**src/rtl/pseq_pkg.sv**
```systemverilog
package pseq_pkg;

    parameter int LEN_W = 16;
    parameter int CNT_W = 16;

    typedef struct packed {
        logic [LEN_W-1:0] low_len;
        logic [LEN_W-1:0] high_len;
    } shape_t;

    localparam int SHAPE_W = $bits(shape_t);

    typedef enum logic [2:0] {
        SQ_IDLE  = 3'd0,
        SQ_LOW   = 3'd1,
        SQ_HIGH  = 3'd2,
        SQ_DONE  = 3'd3,
        SQ_DRY   = 3'd4
    } seq_state_t;

    function automatic logic [LEN_W-1:0] at_least_one(input logic [LEN_W-1:0] v);
        return (v == '0) ? LEN_W'(1) : v;
    endfunction

endpackage

```
**src/rtl/pseq_fifo.sv**
```systemverilog
module pseq_fifo #(
    parameter int DEPTH = 4,
    localparam int AW   = (DEPTH > 1) ? $clog2(DEPTH) : 1,
    localparam int CW   = $clog2(DEPTH + 1)
) (
    input  logic             clk,
    input  logic             rst,
    input  logic             push,
    input  pseq_pkg::shape_t wdata,
    input  logic             pop,
    output pseq_pkg::shape_t rdata,
    output logic             empty,
    output logic             full,
    output logic             dropped
);
    pseq_pkg::shape_t mem [DEPTH];
    logic [AW-1:0] wptr, rptr;
    logic [CW-1:0] fill;
    logic          do_push, do_pop;

    assign full    = (fill == CW'(DEPTH));
    assign empty   = (fill == '0);
    assign do_push = push && !full;
    assign do_pop  = pop && !empty;
    assign rdata   = mem[rptr];

    function automatic logic [AW-1:0] bump(input logic [AW-1:0] p);
        return (p == AW'(DEPTH - 1)) ? '0 : p + AW'(1);
    endfunction

    always_ff @(posedge clk) begin
        if (rst) begin
            wptr    <= '0;
            rptr    <= '0;
            fill    <= '0;
            dropped <= 1'b0;
        end else begin
            dropped <= push && full;
            if (do_push) wptr <= bump(wptr);
            if (do_pop)  rptr <= bump(rptr);
            case ({do_push, do_pop})
                2'b10:   fill <= fill + CW'(1);
                2'b01:   fill <= fill - CW'(1);
                default: fill <= fill;
            endcase
        end
    end

    always_ff @(posedge clk) begin
        if (do_push) mem[wptr] <= wdata;
    end

endmodule

```
**src/rtl/pseq_engine.sv**
```systemverilog
module pseq_engine #(
    parameter int LEN_W = pseq_pkg::LEN_W,
    parameter int CNT_W = pseq_pkg::CNT_W
) (
    input  logic             clk,
    input  logic             rst,
    input  logic             tick,
    input  logic             start,
    input  logic [CNT_W-1:0] start_count,
    input  logic             q_empty,
    input  pseq_pkg::shape_t q_head,
    output logic             q_pop,
    output logic             pulse_out,
    output logic             done,
    output logic             underflow
);
    import pseq_pkg::*;

    seq_state_t       state;
    logic [LEN_W-1:0] phase_left;
    logic [LEN_W-1:0] high_len_q;
    logic [CNT_W-1:0] pulses_left;

    logic can_start, accept_start, phase_end, last_pulse, want_next, need_entry;

    assign can_start    = (state == SQ_IDLE) || (state == SQ_DONE) || (state == SQ_DRY);
    assign accept_start = can_start && start;
    assign phase_end    = tick && (phase_left == LEN_W'(1));
    assign last_pulse   = (pulses_left == CNT_W'(1));
    assign want_next    = (state == SQ_HIGH) && phase_end && !last_pulse;
    assign need_entry   = (accept_start && (start_count != '0)) || want_next;
    assign q_pop        = need_entry && !q_empty;

    always_ff @(posedge clk) begin
        if (rst) begin
            state       <= SQ_IDLE;
            phase_left  <= '0;
            high_len_q  <= '0;
            pulses_left <= '0;
        end else if (accept_start) begin
            pulses_left <= start_count;
            if (start_count == '0) begin
                state <= SQ_DONE;
            end else if (q_empty) begin
                state <= SQ_DRY;
            end else begin
                state      <= SQ_LOW;
                phase_left <= at_least_one(q_head.low_len);
                high_len_q <= at_least_one(q_head.high_len);
            end
        end else begin
            case (state)
                SQ_LOW: begin
                    if (phase_end) begin
                        state      <= SQ_HIGH;
                        phase_left <= high_len_q;
                    end else if (tick) begin
                        phase_left <= phase_left - LEN_W'(1);
                    end
                end
                SQ_HIGH: begin
                    if (phase_end) begin
                        if (last_pulse) begin
                            state <= SQ_DONE;
                        end else if (q_empty) begin
                            state <= SQ_DRY;
                        end else begin
                            state       <= SQ_LOW;
                            phase_left  <= at_least_one(q_head.low_len);
                            high_len_q  <= at_least_one(q_head.high_len);
                            pulses_left <= pulses_left - CNT_W'(1);
                        end
                    end else if (tick) begin
                        phase_left <= phase_left - LEN_W'(1);
                    end
                end
                default: state <= state;
            endcase
        end
    end

    assign pulse_out = (state == SQ_HIGH);
    assign done      = (state == SQ_DONE);
    assign underflow = (state == SQ_DRY);

endmodule

```
**src/rtl/pulse_seq_top.sv**
```systemverilog
module pulse_seq_top #(
    parameter int DEPTH = 4,
    parameter int LEN_W = pseq_pkg::LEN_W,
    parameter int CNT_W = pseq_pkg::CNT_W
) (
    input  logic             clk,
    input  logic             rst,
    input  logic             wr_en,
    input  logic [LEN_W-1:0] wr_low_len,
    input  logic [LEN_W-1:0] wr_high_len,
    output logic             wr_full,
    output logic             wr_drop,
    input  logic             tick,
    input  logic             start,
    input  logic [CNT_W-1:0] pulse_count,
    output logic             pulse_out,
    output logic             done,
    output logic             underflow
);
    import pseq_pkg::*;

    shape_t wr_shape, head;
    logic   q_empty, q_pop;

    assign wr_shape.low_len  = wr_low_len;
    assign wr_shape.high_len = wr_high_len;

    pseq_fifo #(.DEPTH(DEPTH)) u_fifo (
        .clk     (clk),
        .rst     (rst),
        .push    (wr_en),
        .wdata   (wr_shape),
        .pop     (q_pop),
        .rdata   (head),
        .empty   (q_empty),
        .full    (wr_full),
        .dropped (wr_drop)
    );

    pseq_engine #(.LEN_W(LEN_W), .CNT_W(CNT_W)) u_engine (
        .clk         (clk),
        .rst         (rst),
        .tick        (tick),
        .start       (start),
        .start_count (pulse_count),
        .q_empty     (q_empty),
        .q_head      (head),
        .q_pop       (q_pop),
        .pulse_out   (pulse_out),
        .done        (done),
        .underflow   (underflow)
    );

endmodule

```
**config.mk**
```make
export PLATFORM = sky130hd
export DESIGN_NAME = pulse_seq_top
export DESIGN_NICKNAME = d
export VERILOG_FILES = /design/src/rtl/pseq_pkg.sv /design/src/rtl/pseq_fifo.sv /design/src/rtl/pseq_engine.sv /design/src/rtl/pulse_seq_top.sv
export SDC_FILE = /design/constraint.sdc
export NUM_CORES = 1
export LEC_CHECK = 0
export BUFFER_PORTS_ARGS = -buffer_cell sky130_fd_sc_hd__buf_2
export CAP_MARGIN = 20
export CORE_MARGIN = 4
export CORE_UTILIZATION = 47
export CTS_CLUSTER_DIAMETER = 200
export CTS_CLUSTER_SIZE = 16
export DETAILED_ROUTE_END_ITERATION = 10
export HOLD_SLACK_MARGIN = 0.12
export PLACE_DENSITY = 0.69
export SETUP_SLACK_MARGIN = 0.4
export SYNTH_ARGS = -nofsm -noshare
export SYNTH_HDL_FRONTEND = slang
export SYNTH_SLANG_ARGS = --single-unit
export TNS_END_PERCENT = 50
```
**constraint.sdc**
```tcl
create_clock -name clk -period 8.8 [get_ports clk]
set_clock_uncertainty 0.15 [all_clocks]
set_input_delay 1.76 -clock clk [delete_from_list [all_inputs] [get_ports clk]]
set_output_delay 1.76 -clock clk [all_outputs]
set_load 0.005 [all_outputs]
```
==> results of run 1 <==
-- worst min-delay path: cells and delay by family, from the launching register on --
family | cells | cell delay, ns
flops | 1 | 0.33
compound gates | 1 | 0.06
simple gates | 1 | 0.06
-- per-stage QoR --
stage	instance area, um^2	instances	utilization
2_1_floorplan	8523	656	-
3_3_place_gp	8986	909	0.5124
3_5_place_dp	8986	909	0.5124
4_1_cts	9589	941	0.5468
5_1_grt	9589	941	0.5468
6_report	9589	941	0.5468
-- area by class of cell --
class | count | area (um^2) | share of cell area
flip-flops and latches | 189 | 5067 | 0.5284
well taps | 225 | 281.5 | 0.02936
multi-input cells | 417 | 3239 | 0.3378
clock inverters | 13 | 170.2 | 0.01775
repair buffers | 66 | 352.8 | 0.03680
clock buffers | 19 | 432.9 | 0.04515
inverters | 12 | 45.04 | 0.004697
-- sequential cells by signal, summed over array words and instances, names as in the netlist, named ones only --
register / flops
u_engine.pulses_left: 16
u_engine.phase_left: 16
u_fifo.fill: 3
u_engine.high_len_q: 16
u_fifo.mem: 128
u_fifo.dropped: 1
u_engine.state: 3
u_fifo.wptr: 2
u_fifo.rptr: 2
-- metal layers --
metal  wire length, um  up-vias
met3              1083       24
met2              9227      172
met1              8174     2815
li1                  -     2636
met4               340        0
met5                 0        -
-- cell usage after synthesis (5+ instances only) --
| cell | n | share of area |
|---|---|---|
| edfxtp_1 | 128 | 0.45 |
| dfxtp_1 | 61 | 0.14 |
| nand2_1 | 61 | 0.027 |
| nor2_1 | 52 | 0.023 |
| mux4_2 | 32 | 0.085 |
| a21oi_1 | 28 | 0.016 |
| nand3_1 | 23 | 0.014 |
| clkbuf_1 | 21 | 0.0092 |
| mux2i_1 | 17 | 0.020 |
| nor4_1 | 16 | 0.012 |
| nor3_1 | 15 | 0.0088 |
| nand4_1 | 14 | 0.010 |
| a211oi_1 | 11 | 0.0097 |
| inv_1 | 11 | 0.0048 |
| buf_2 | 10 | 0.0059 |
| ha_1 | 10 | 0.015 |
| xnor2_1 | 10 | 0.010 |
| xor2_1 | 9 | 0.0092 |
| and3_1 | 8 | 0.0059 |
| o21ai_0 | 8 | 0.0047 |
| a22oi_1 | 7 | 0.0062 |
| o2111ai_1 | 6 | 0.0062 |
| o211ai_1 | 6 | 0.0053 |
| nor2b_1 | 5 | 0.0037 |
| nor3b_1 | 5 | 0.0044 |
| or3_1 | 5 | 0.0037 |
-- final timing paths --
check / start / end / slack [ns] / cells after the start
setup / recovery: start / u_fifo.fill[2]$_SDFFE_PP0P_ / 4.18 / 12
hold / removal: u_engine.pulses_left[9]$_SDFFE_PP0P_ / u_engine.pulses_left[9]$_SDFFE_PP0P_ / 0.35 / 2
setup reg to reg: u_engine.phase_left[2]$_SDFFE_PP0P_ / u_fifo.fill[2]$_SDFFE_PP0P_ / 5.09 / 11
hold reg to reg: u_engine.pulses_left[9]$_SDFFE_PP0P_ / u_engine.pulses_left[9]$_SDFFE_PP0P_ / 0.35 / 2
-- power breakdown --
group          leakage [nW]  switching (mW)  internal (mW)
clock network         0.297           0.350          0.431
logic                  1.28           0.536          0.355
registers              1.68           0.113           1.07
total                  3.25           0.998           1.86
-- cell families (layout without fill, tap and decap cells) --
logic type | count (synthesis) | after routing | share of synthesized area
simple gates | 236 | 236 | 0.1524
flops | 189 | 189 | 0.5942
compound gates | 101 | 101 | 0.08353
mux | 50 | 50 | 0.1058
buf+inv | 50 | 110 | 0.02745
xor+xnor | 19 | 19 | 0.01952
fa+ha+maj | 11 | 11 | 0.01703
==> run metrics, run 1 <==
run status completed; syn avg cell area 12.99 um^2; Synth Flop Type edfxtp_1; critical path, cell by cell buf_2, nor3b_1, a31o_2, nand2_1, o21ai_2, buf_4, ha_1, inv_1, fa_1, xor2_1, or3_1, a21oi_1; post-DR vias/cell 6.001; max_slew headroom 0.2680; CP max stage cell nor3b_1; Post-CTS Setup Bufs 0; Final setup viols 0; Post-synth EDFFs 128; CP bufs+invs 3; max cap viols 0; worst hold margin 0.3531 ns; htree depth 4; Worst Hold Class reg2reg; period utilization 0.5247; Worst Setup Start Kind primary input; Die H 142.7 um; gr ovfl total 0; DR iter-0 viols 433; DR vias 5647; met3 usage 0.04454; # DRC 0; most frequent cells in the layout 128 x edfxtp_1, 61 x nand2_1, 59 x dfxtp_1; GR Util met1 0.2581; Final Total Pwr 2.857 mW; crit-path max cell delay 0.54 ns; WP data required 9.01 ns; #FFs+latches synth 189; routed len/inst 20.01 um; initial antenna violation count 0; PostCTS Resize Cnt 0; asr flop ratio synth 0; Final Hold Fails 0; clock latency at the later pin of the worst-skew pair 0.43 ns; Detail Route Antenna Nets 0; CTS tree built; port buffer count 57; CORE AREA 17540 um^2; Ant. Diodes 0; cell count after synthesis 656; clk root buf clkbuf_16; maximum vdd ir drop 0.1864 mV; Mapped Area 8523 um^2; vias in the first global route 5768; commonest non-fill, non-tap cell in the layout edfxtp_1; Std-Cell Rows 48; Lkg Pwr 3.253 nW; largest net degree at the start of global routing 61; Fmax 216.6 MHz; Initial DRT Pass Iterations 5; share of post-route cells with drive strength above 1 0.2165; GR Util met2 0.3170; Ys Warns 0; Worst Setup End Kind flip-flop; PD cells 297.9 nW/um^2; WS Path Type in2reg; area grow syn2layout 12.51%; clock sink count 189; # nets final 767; Setup TNS Final 0 ns; fin crit period 4.618 ns; DIE WIDTH 142.7 um; clock buffer depth 2; clock-pin slew on the worst setup and hold paths 0.07 ns; first-pass GRT wire length 30610 um; IO Count 58; Crit Path Max Fanout 20; GRT Max-Usage Layer met2; Place WS 3.770 ns; RSZ-0062 raised after global routing no; Slew Limit Fails 0; crit path DAT 4.83 ns; Initial Utilization 0.4860; routability-driven placement congestion ratio 0.9017; aggregate routed wire length 18830 um; Distinct cells, synth 74; fill cell count 1464; Overall Global Routing Usage 0.1938; die area 20350 um^2; final worst-path setup slack 4.182 ns; HPWL Detailed 12530 um; post-synthesis sequential area ratio 0.5942; CP top delay family simple AND/OR/NAND/NOR gates; Hold-fix buffers, CTS 0; Slew @ Worst Pin 1.091 ns; Synthesized Nets 720; cts bufs inserted 17
Note: power is estimated with default switching activity, not from simulation.
==> inputs of run 2 (changes only) <==
clock period = 4.51 ns   (was 8.8 ns; I/O delays follow)
==> run 2 against run 1 <==
Compared with the run above:
- via count increased by 1.4%
- worst setup slack worse by 3.0 ns
- sequential power grew 98%
- register-to-register slack got worse by 4.0 ns
- final cell count rose by 0.11%
- clock-buffer cell count down 1
- critical path depth down 2
- flip-flop and latch count is the same
- die area stayed put
- sequential share of layout area is essentially flat
- combinational power rose by 91%
- non-clock buffer count up 1
- largest cell class unchanged
- highest routed layer unchanged
==> run metrics, run 2 (same netlist as run 1, synthesis figures left out) <==
RSZ-0062 raised after global routing no (unchanged); clock latency at the later pin of the worst-skew pair 0.43 ns (about the same); R2R Path End u_fifo.fill[2]$_SDFFE_PP0P_ (unchanged); met2 wire len 9171 um (was 9227 um); WS Path Type reg2reg (was in2reg); aggregate routed wire length 18900 um (was 18830 um); fin crit period 3.377 ns; Worst Setup SP u_engine.phase_left[2]$_SDFFE_PP0P_ (was start); clock buffer depth 2 (unchanged); routability-driven placement congestion ratio 0.9076 (was 0.9017); Fmax 296.1 MHz; initial antenna violation count 0 (unchanged); Placement Cell Area 8986 um^2 (unchanged); run status completed (unchanged); Met3 Wirelength 1285 um (was 1083 um); DR vias 5726 (was 5647); Ant. Diodes 0 (unchanged); share of post-route cells with drive strength above 1 0.2176 (was 0.2165); reg-to-reg setup timing slack 1.13 ns (was 5.09 ns); Worst Hold Class reg2reg (unchanged); Post-CTS Setup Bufs 0 (unchanged); PD cells 573.8 nW/um^2 (was 297.9 nW/um^2); worst hold margin 0.3450 ns (was 0.3531 ns); clk root buf clkbuf_16 (unchanged); # DRC 0 (unchanged); crit-path max cell delay 0.65 ns (was 0.54 ns); Final Total Pwr 5.498 mW (was 2.857 mW); Slew Limit Fails 0 (unchanged); Post-Layout Cell Count 942 (was 941); max_slew headroom 0.2937 (was 0.2680); port buffer count 57 (unchanged); area grow syn2layout 12.43% (was 12.51%); commonest non-fill, non-tap cell in the layout edfxtp_1 (unchanged); max cap viols 0 (unchanged); HPWL Detailed 12560 um (was 12530 um); # nets final 768 (was 767); cts bufs inserted 17 (unchanged); DIE WIDTH 142.7 um (unchanged); most frequent cells in the layout 128 x edfxtp_1, 61 x nand2_1, 59 x dfxtp_1 (unchanged); number of instances in the placed design 909 (unchanged); Std-Cell Rows 48 (unchanged); routed len/inst 20.06 um (was 20.01 um); maximum vdd ir drop 0.3306 mV (was 0.1864 mV); CP max stage cell nor4_4 (was nor3b_1); uppermost layer routed met4 (unchanged); design area 9583 um^2 (was 9589 um^2); WP data required 4.71 ns (was 9.01 ns); M1 wire length 8084 um (was 8174 um); largest net degree at the start of global routing 61 (unchanged); gr ovfl total 0 (unchanged); Crit Path Max Fanout 11 (was 20); critical path, cell by cell nor4_4, and4_1, nand4_1, o21ai_2, ha_1, inv_1, fa_1, xor2_1, or3_1, a21oi_1 (was buf_2, nor3b_1, a31o_2, nand2_1, o21ai_2, buf_4, ha_1, inv_1, fa_1, xor2_1, or3_1, a21oi_1); post-DR vias/cell 6.079 (was 6.001); htree depth 4 (unchanged); first-pass GRT wire length 30530 um (was 30610 um); Worst Setup Start Kind flip-flop (was primary input); max reg flops 128 (unchanged); PostCTS Resize Cnt 0 (unchanged); worst-case reg-to-reg path depth 10 (was 11); Hold-fix buffers, CTS 0 (unchanged); final worst-path setup slack 1.133 ns (was 4.182 ns); crit path DAT 3.57 ns (was 4.83 ns); Overall Global Routing Usage 0.1927 (was 0.1938); Final setup viols 0 (unchanged); CORE AREA 17540 um^2 (unchanged); CTS tree built (unchanged); Final Util 0.5464 (was 0.5468); CP endpoint u_fifo.fill[2]$_SDFFE_PP0P_ (unchanged); Initial Utilization 0.4860 (unchanged); Die H 142.7 um (unchanged); IO Count 58 (unchanged); clock-pin slew on the worst setup and hold paths 0.07 ns (about the same); Worst Setup End Kind flip-flop (unchanged); DR iter-0 viols 488 (was 433); largest reg by FF count u_fifo.mem (unchanged); Final Hold Fails 0 (unchanged); Initial DRT Pass Iterations 5 (unchanged); clock sink count 189 (unchanged); vias in the first global route 5766 (was 5768); Lkg Pwr 3.247 nW (was 3.253 nW); Setup TNS Final 0 ns (unchanged); Place WS 0.9069 ns (was 3.770 ns); reg-to-reg startpoint u_engine.phase_left[2]$_SDFFE_PP0P_ (unchanged); Detail Route Antenna Nets 0 (unchanged); Slew @ Worst Pin 1.053 ns (was 1.091 ns); period utilization 0.7489; die area 20350 um^2 (unchanged)
[run 2: cell types whose count changed in the layout (fill, tap and decap cells not counted), sizes merged]
cell,previous run,this run
buf,66,67
bufinv,2,0
clkbuf,19,18
clkinv,6,7
clkinvlp,0,1
inv,17,18
[run 2: worst max-delay path: cells and delay by family, from the launching register on]
family	cells	cell delay [ns]
fa+ha+maj	2	0.58
buf+inv	1	0.06
flops	1	0.39
xor+xnor	1	0.16
simple gates	4	1.64
compound gates	2	0.30
[run 2: final cells by class]
| class | count | area [um^2] |
|---|---|---|
| clock inverters | 14 | 147.6 |
| clock buffers | 18 | 429.2 |
| well taps | 225 | 281.5 |
| flip-flops and latches | 189 | 5067 |
| inverters | 12 | 45.04 |
| repair buffers | 67 | 372.9 |
| fillers | 1461 | 7954 |
| multi-input cells | 417 | 3239 |
[run 2: worst min-delay path by stage]
| stage | start | to | slack, ns | depth (start not counted) |
|---|---|---|---|---|
| final | u_engine.high_len_q[13]$_SDFFE_PP0P_ | u_engine.high_len_q[13]$_SDFFE_PP0P_ | 0.35 | 2 |
| after global routing | u_engine.pulses_left[9]$_SDFFE_PP0P_ | u_engine.pulses_left[9]$_SDFFE_PP0P_ | 0.38 | 2 |
| after CTS | u_engine.pulses_left[9]$_SDFFE_PP0P_ | u_engine.pulses_left[9]$_SDFFE_PP0P_ | 0.35 | 2 |
| after detailed placement | u_engine.high_len_q[13]$_SDFFE_PP0P_ | u_engine.high_len_q[13]$_SDFFE_PP0P_ | 0.33 | 2 |
| after global placement | u_engine.pulses_left[9]$_SDFFE_PP0P_ | u_engine.pulses_left[9]$_SDFFE_PP0P_ | 0.32 | 2 |
| after floorplan | u_engine.high_len_q[13]$_SDFFE_PP0P_ | u_engine.high_len_q[13]$_SDFFE_PP0P_ | 0.30 | 2 |
[run 2: metal layers]
layer  up-vias  GRT usage
met2       209     0.3155
li1       2636          -
met5         -          0
met1      2849     0.2511
met3        32    0.05057
met4         0    0.06503
[run 2: where the power goes]
part / internal [mW] / leakage (nW) / switching (mW)
combinational: 0.694 / 1.29 / 1.00
sequential: 2.09 / 1.68 / 0.263
clock: 0.741 / 0.280 / 0.705
==> inputs of run 3 (changes only) <==
ABC_AREA = 1   (was not set)
PLACE_DENSITY = 0.71   (was 0.69)
clock period = 2.7 ns   (was 4.51 ns; I/O delays follow)
==> run 3 against run 2 <==
Compared with the run above:
- critical endpoint unchanged
- synthesized cell count rose by 59%
- final cell count grew 48%
- fmax grew 38%
- largest cell class unchanged
- highest routed layer unchanged
- global-route usage is 0.47 points higher
- largest power group unchanged
- die area rose by 6.4%
- final area increased by 11%
- clock power grew 63%
- critical path depth grew 4
==> run metrics, run 3 <==
IO Count 58 (unchanged); aggregate routed wire length 21480 um (was 18900 um); die area 21650 um^2 (was 20350 um^2); clock buffer depth 2 (unchanged); crit path DAT 2.62 ns (was 3.57 ns); sequential share of power 0.387 (was 0.429); top cells by area, synth edfxtp_1 42%, dfxtp_1 13%, nand2_1 11%, o21ai_0 4.9%, nand3_1 4.5% (was edfxtp_1 45%, dfxtp_1 14%, mux4_2 8.5%, nand2_1 2.7%, nor2_1 2.3%); CP max stage cell fa_2 (was nor4_4); reg-to-reg startpoint u_engine.phase_left[13]$_SDFFE_PP0P_ (was u_engine.phase_left[2]$_SDFFE_PP0P_); cell count after synthesis 1046 (was 656); post-synthesis sequential area ratio 0.5565 (was 0.5942); clock latency at the later pin of the worst-skew pair 0.43 ns (about the same); post-synth top area cell edfxtp_1 (unchanged); gr ovfl total 0 (unchanged); R2R Path End u_fifo.fill[2]$_SDFFE_PP0P_ (unchanged); reg-to-reg setup timing slack 0.25 ns (was 1.13 ns); Mapped Area 9101 um^2 (was 8523 um^2); fin crit period 2.455 ns (was 3.377 ns); Comb power frac 0.371 (was 0.308); Setup TNS Final 0 ns (unchanged); max_slew headroom 0.7258 (was 0.2937); clock-pin slew on the worst setup and hold paths 0.07 ns (about the same); Ant. Diodes 0 (unchanged); share of the synthesized area in the top cell type 0.4223 (was 0.4510); CORE AREA 18890 um^2 (was 17540 um^2); routability-driven placement congestion ratio 0.8908 (was 0.9076); share of post-route cells with drive strength above 1 0.1650 (was 0.2176); final worst-path setup slack 0.2453 ns (was 1.133 ns); Worst Hold Class in2reg (was reg2reg); top post-synthesis cells by count 274 x nand2_1, 128 x edfxtp_1, 108 x nor2_1 (was 128 x edfxtp_1, 61 x dfxtp_1, 61 x nand2_1); cts bufs inserted 17 (unchanged); Fmax 407.4 MHz (was 296.1 MHz); RSZ-0062 raised after global routing yes (was no); critical path, cell by cell nor2_2, nand3_2, nor4_4, nand2_2, nor2_4, nand2_2, nand2_4, ha_4, inv_4, fa_2, a21oi_2, o21ai_2, o21ai_1, a21oi_1 (was nor4_4, and4_1, nand4_1, o21ai_2, ha_1, inv_1, fa_1, xor2_1, or3_1, a21oi_1); Psw 3.775 mW (was 1.970 mW); Std-Cell Rows 50 (was 48); WS Path Type reg2reg (unchanged); Worst path depth 14 (was 10); Post-synth EDFFs 128 (unchanged); routed len/inst 15.42 um (was 20.06 um); CP endpoint u_fifo.fill[2]$_SDFFE_PP0P_ (unchanged); worst-case reg-to-reg path depth 14 (was 10); post-DR vias/cell 5.279 (was 6.079); asr flop ratio synth 0 (unchanged); run status completed (unchanged); P_int 5.945 mW (was 3.528 mW); largest reg by FF count u_fifo.mem (unchanged); Slew Limit Fails 0 (unchanged); Die H 147.2 um (was 142.7 um); Detail Route Antenna Nets 0 (unchanged); initial antenna violation count 0 (unchanged); syn avg cell area 8.701 um^2 (was 12.99 um^2); Initial Utilization 0.4817 (was 0.4860); HPWL Detailed 13680 um (was 12560 um); most frequent cells in the layout 272 x nand2_1, 128 x edfxtp_1, 100 x nor2_1 (was 128 x edfxtp_1, 61 x nand2_1, 59 x dfxtp_1); Worst Setup Start Kind flip-flop (unchanged); port buffer count 57 (unchanged); CTS tree built (unchanged); Worst Setup End Kind flip-flop (unchanged); vias in the first global route 6838 (was 5766); commonest non-fill, non-tap cell in the layout nand2_1 (was edfxtp_1); CP bufs+invs 1 (unchanged); worst hold margin 0.1720 ns (was 0.3450 ns); Lkg Pwr 4.258 nW (was 3.247 nW); most common cell in the netlist nand2_1 (was edfxtp_1); Overall Global Routing Usage 0.1973 (was 0.1927); Post-Layout Cell Count 1393 (was 942); Net Sw Frac 0.3884 (was 0.3583); htree depth 4 (unchanged); largest net degree at the start of global routing 77 (was 61); maximum vdd ir drop 0.6169 mV (was 0.3306 mV); PD cells 914.1 nW/um^2 (was 573.8 nW/um^2); DR iter-0 viols 673 (was 488); clk root buf clkbuf_16 (unchanged); area grow syn2layout 16.83% (was 12.43%); clock power share 0.243 (was 0.263); # nets final 1185 (was 768); max cap viols 0 (unchanged); DR vias 7354 (was 5726); number of instances in the placed design 1350 (was 909); Final Hold Fails 0 (unchanged); Worst Setup SP u_engine.phase_left[13]$_SDFFE_PP0P_ (was u_engine.phase_left[2]$_SDFFE_PP0P_); CP most frequent cell nand2_2; Placement Cell Area 9853 um^2 (was 8986 um^2); Slew @ Worst Pin 0.4113 ns (was 1.053 ns); Place WS 0.1183 ns (was 0.9069 ns); crit-path max cell delay 0.36 ns (was 0.65 ns); WP data required 2.86 ns (was 4.71 ns); Synthesized Nets 1110 (was 720); Crit Path Max Fanout 2 (was 11); design area 10630 um^2 (was 9583 um^2); Synth Flop Type edfxtp_1 (unchanged); # DRC 0 (unchanged); Hold-fix buffers, CTS 0 (unchanged); CP top delay family simple AND/OR/NAND/NOR gates (unchanged); #FFs+latches synth 189 (unchanged); fill cell count 1684 (was 1461); Distinct cells, synth 41 (was 74); first-pass GRT wire length 34400 um (was 30530 um); DIE WIDTH 147.2 um (was 142.7 um); max reg flops 128 (unchanged); Ys Warns 0 (unchanged); Final setup viols 0 (unchanged); clock sink count 189 (unchanged); period utilization 0.9091 (was 0.7489); Initial DRT Pass Iterations 6 (was 5)
==> run 3: changes by cell type in the layout (fill, tap and decap cells not counted), moves of 8 or more <==
cell      change
a211oi_1     -10
a21oi_1      +36
and3_1        -8
buf_4        +27
inv_1        +64
mux2i_1      -17
mux4_2       -32
nand2_1     +211
nand3_1      +57
nor2_1       +48
nor2_4       +11
nor4_1       -13
o21ai_0      +76
xnor2_1       -8
==> run 3: worst min path at each step <==
stage / startpoint / end / slack [ns] / depth (start not counted)
4_1_cts: wr_high_len[9] / u_fifo.mem[2][9]$_DFFE_PP_ / 0.15 / 1
6_report: wr_high_len[15] / u_fifo.mem[0][15]$_DFFE_PP_ / 0.17 / 1
5_1_grt: wr_high_len[10] / u_fifo.mem[1][10]$_DFFE_PP_ / 0.15 / 1
2_1_floorplan: u_engine.high_len_q[7]$_SDFFE_PP0P_ / u_engine.high_len_q[7]$_SDFFE_PP0P_ / 0.27 / 2
3_5_place_dp: u_engine.high_len_q[7]$_SDFFE_PP0P_ / u_engine.high_len_q[7]$_SDFFE_PP0P_ / 0.29 / 2
3_3_place_gp: u_engine.high_len_q[7]$_SDFFE_PP0P_ / u_engine.high_len_q[7]$_SDFFE_PP0P_ / 0.28 / 2
==> run 3: cell families (layout without fill, tap and decap cells) <==
logic type                 count (synthesis)  count (layout)  share of synthesized area
adders and majority gates                 11              11                    0.01595
buffers and inverters                    137             224                    0.06131
and+or+nand+nor                          507             507                     0.2381
AOI/OAI and AO/OA                        184             184                     0.1108
xor gates and xnor gates                  18              18                    0.01732
DFF                                      189             189                     0.5565
==> run 3: power by group through the flow <==
stage          Combinational (mW)  Sequential (mW)  Clock, mW
4_1_cts                      3.46             3.73       2.41
3_5_place_dp                 3.35             3.78          0
5_1_grt                      4.05             3.80       2.52
2_1_floorplan                2.39             3.75          0
3_3_place_gp                 3.31             3.77          0
6_report                     3.60             3.76       2.36
==> run 3: layout make-up <==
type,instances,area [um^2],share of cell area
Timing Repair Buffer,105,752.0,0.07072
Sequential cell,189,5075,0.4773
Inverter,88,341.6,0.03213
Clock buffer,17,425.4,0.04001
Tap cell,260,325.3,0.03060
Multi-Input combinational cell,720,3592,0.3378
Clock inverter,14,121.4,0.01141
==> run 3: layer usage <==
layer	up-vias	GRT usage	part of all wire	routed length, um
li1	3672	-	-	-
met1	3419	0.2693	0.44	9457
met2	233	0.3203	0.48	10270
met3	30	0.04072	0.066	1413
met4	0	0.05825	0.016	341
met5	-	0	0	0
==> run 3: what timing repair did <==
item | in CTS | in global routing
pin swaps | 9 | 12
gates cloned | 0 | 1
gates resized for setup | 15 | 35
endpoints found under the hold margin | 0 | 0
buffers inserted | 8 | 3
endpoints found under the setup margin | 12 | 33
==> run 3: per-stage QoR <==
step / total power [mW] / util
after floorplan: 6.144 / -
after global placement: 7.085 / 0.5215
after detailed placement: 7.136 / 0.5215
after CTS: 9.591 / 0.5563
after global routing: 10.37 / 0.5628
final: 9.720 / 0.5628
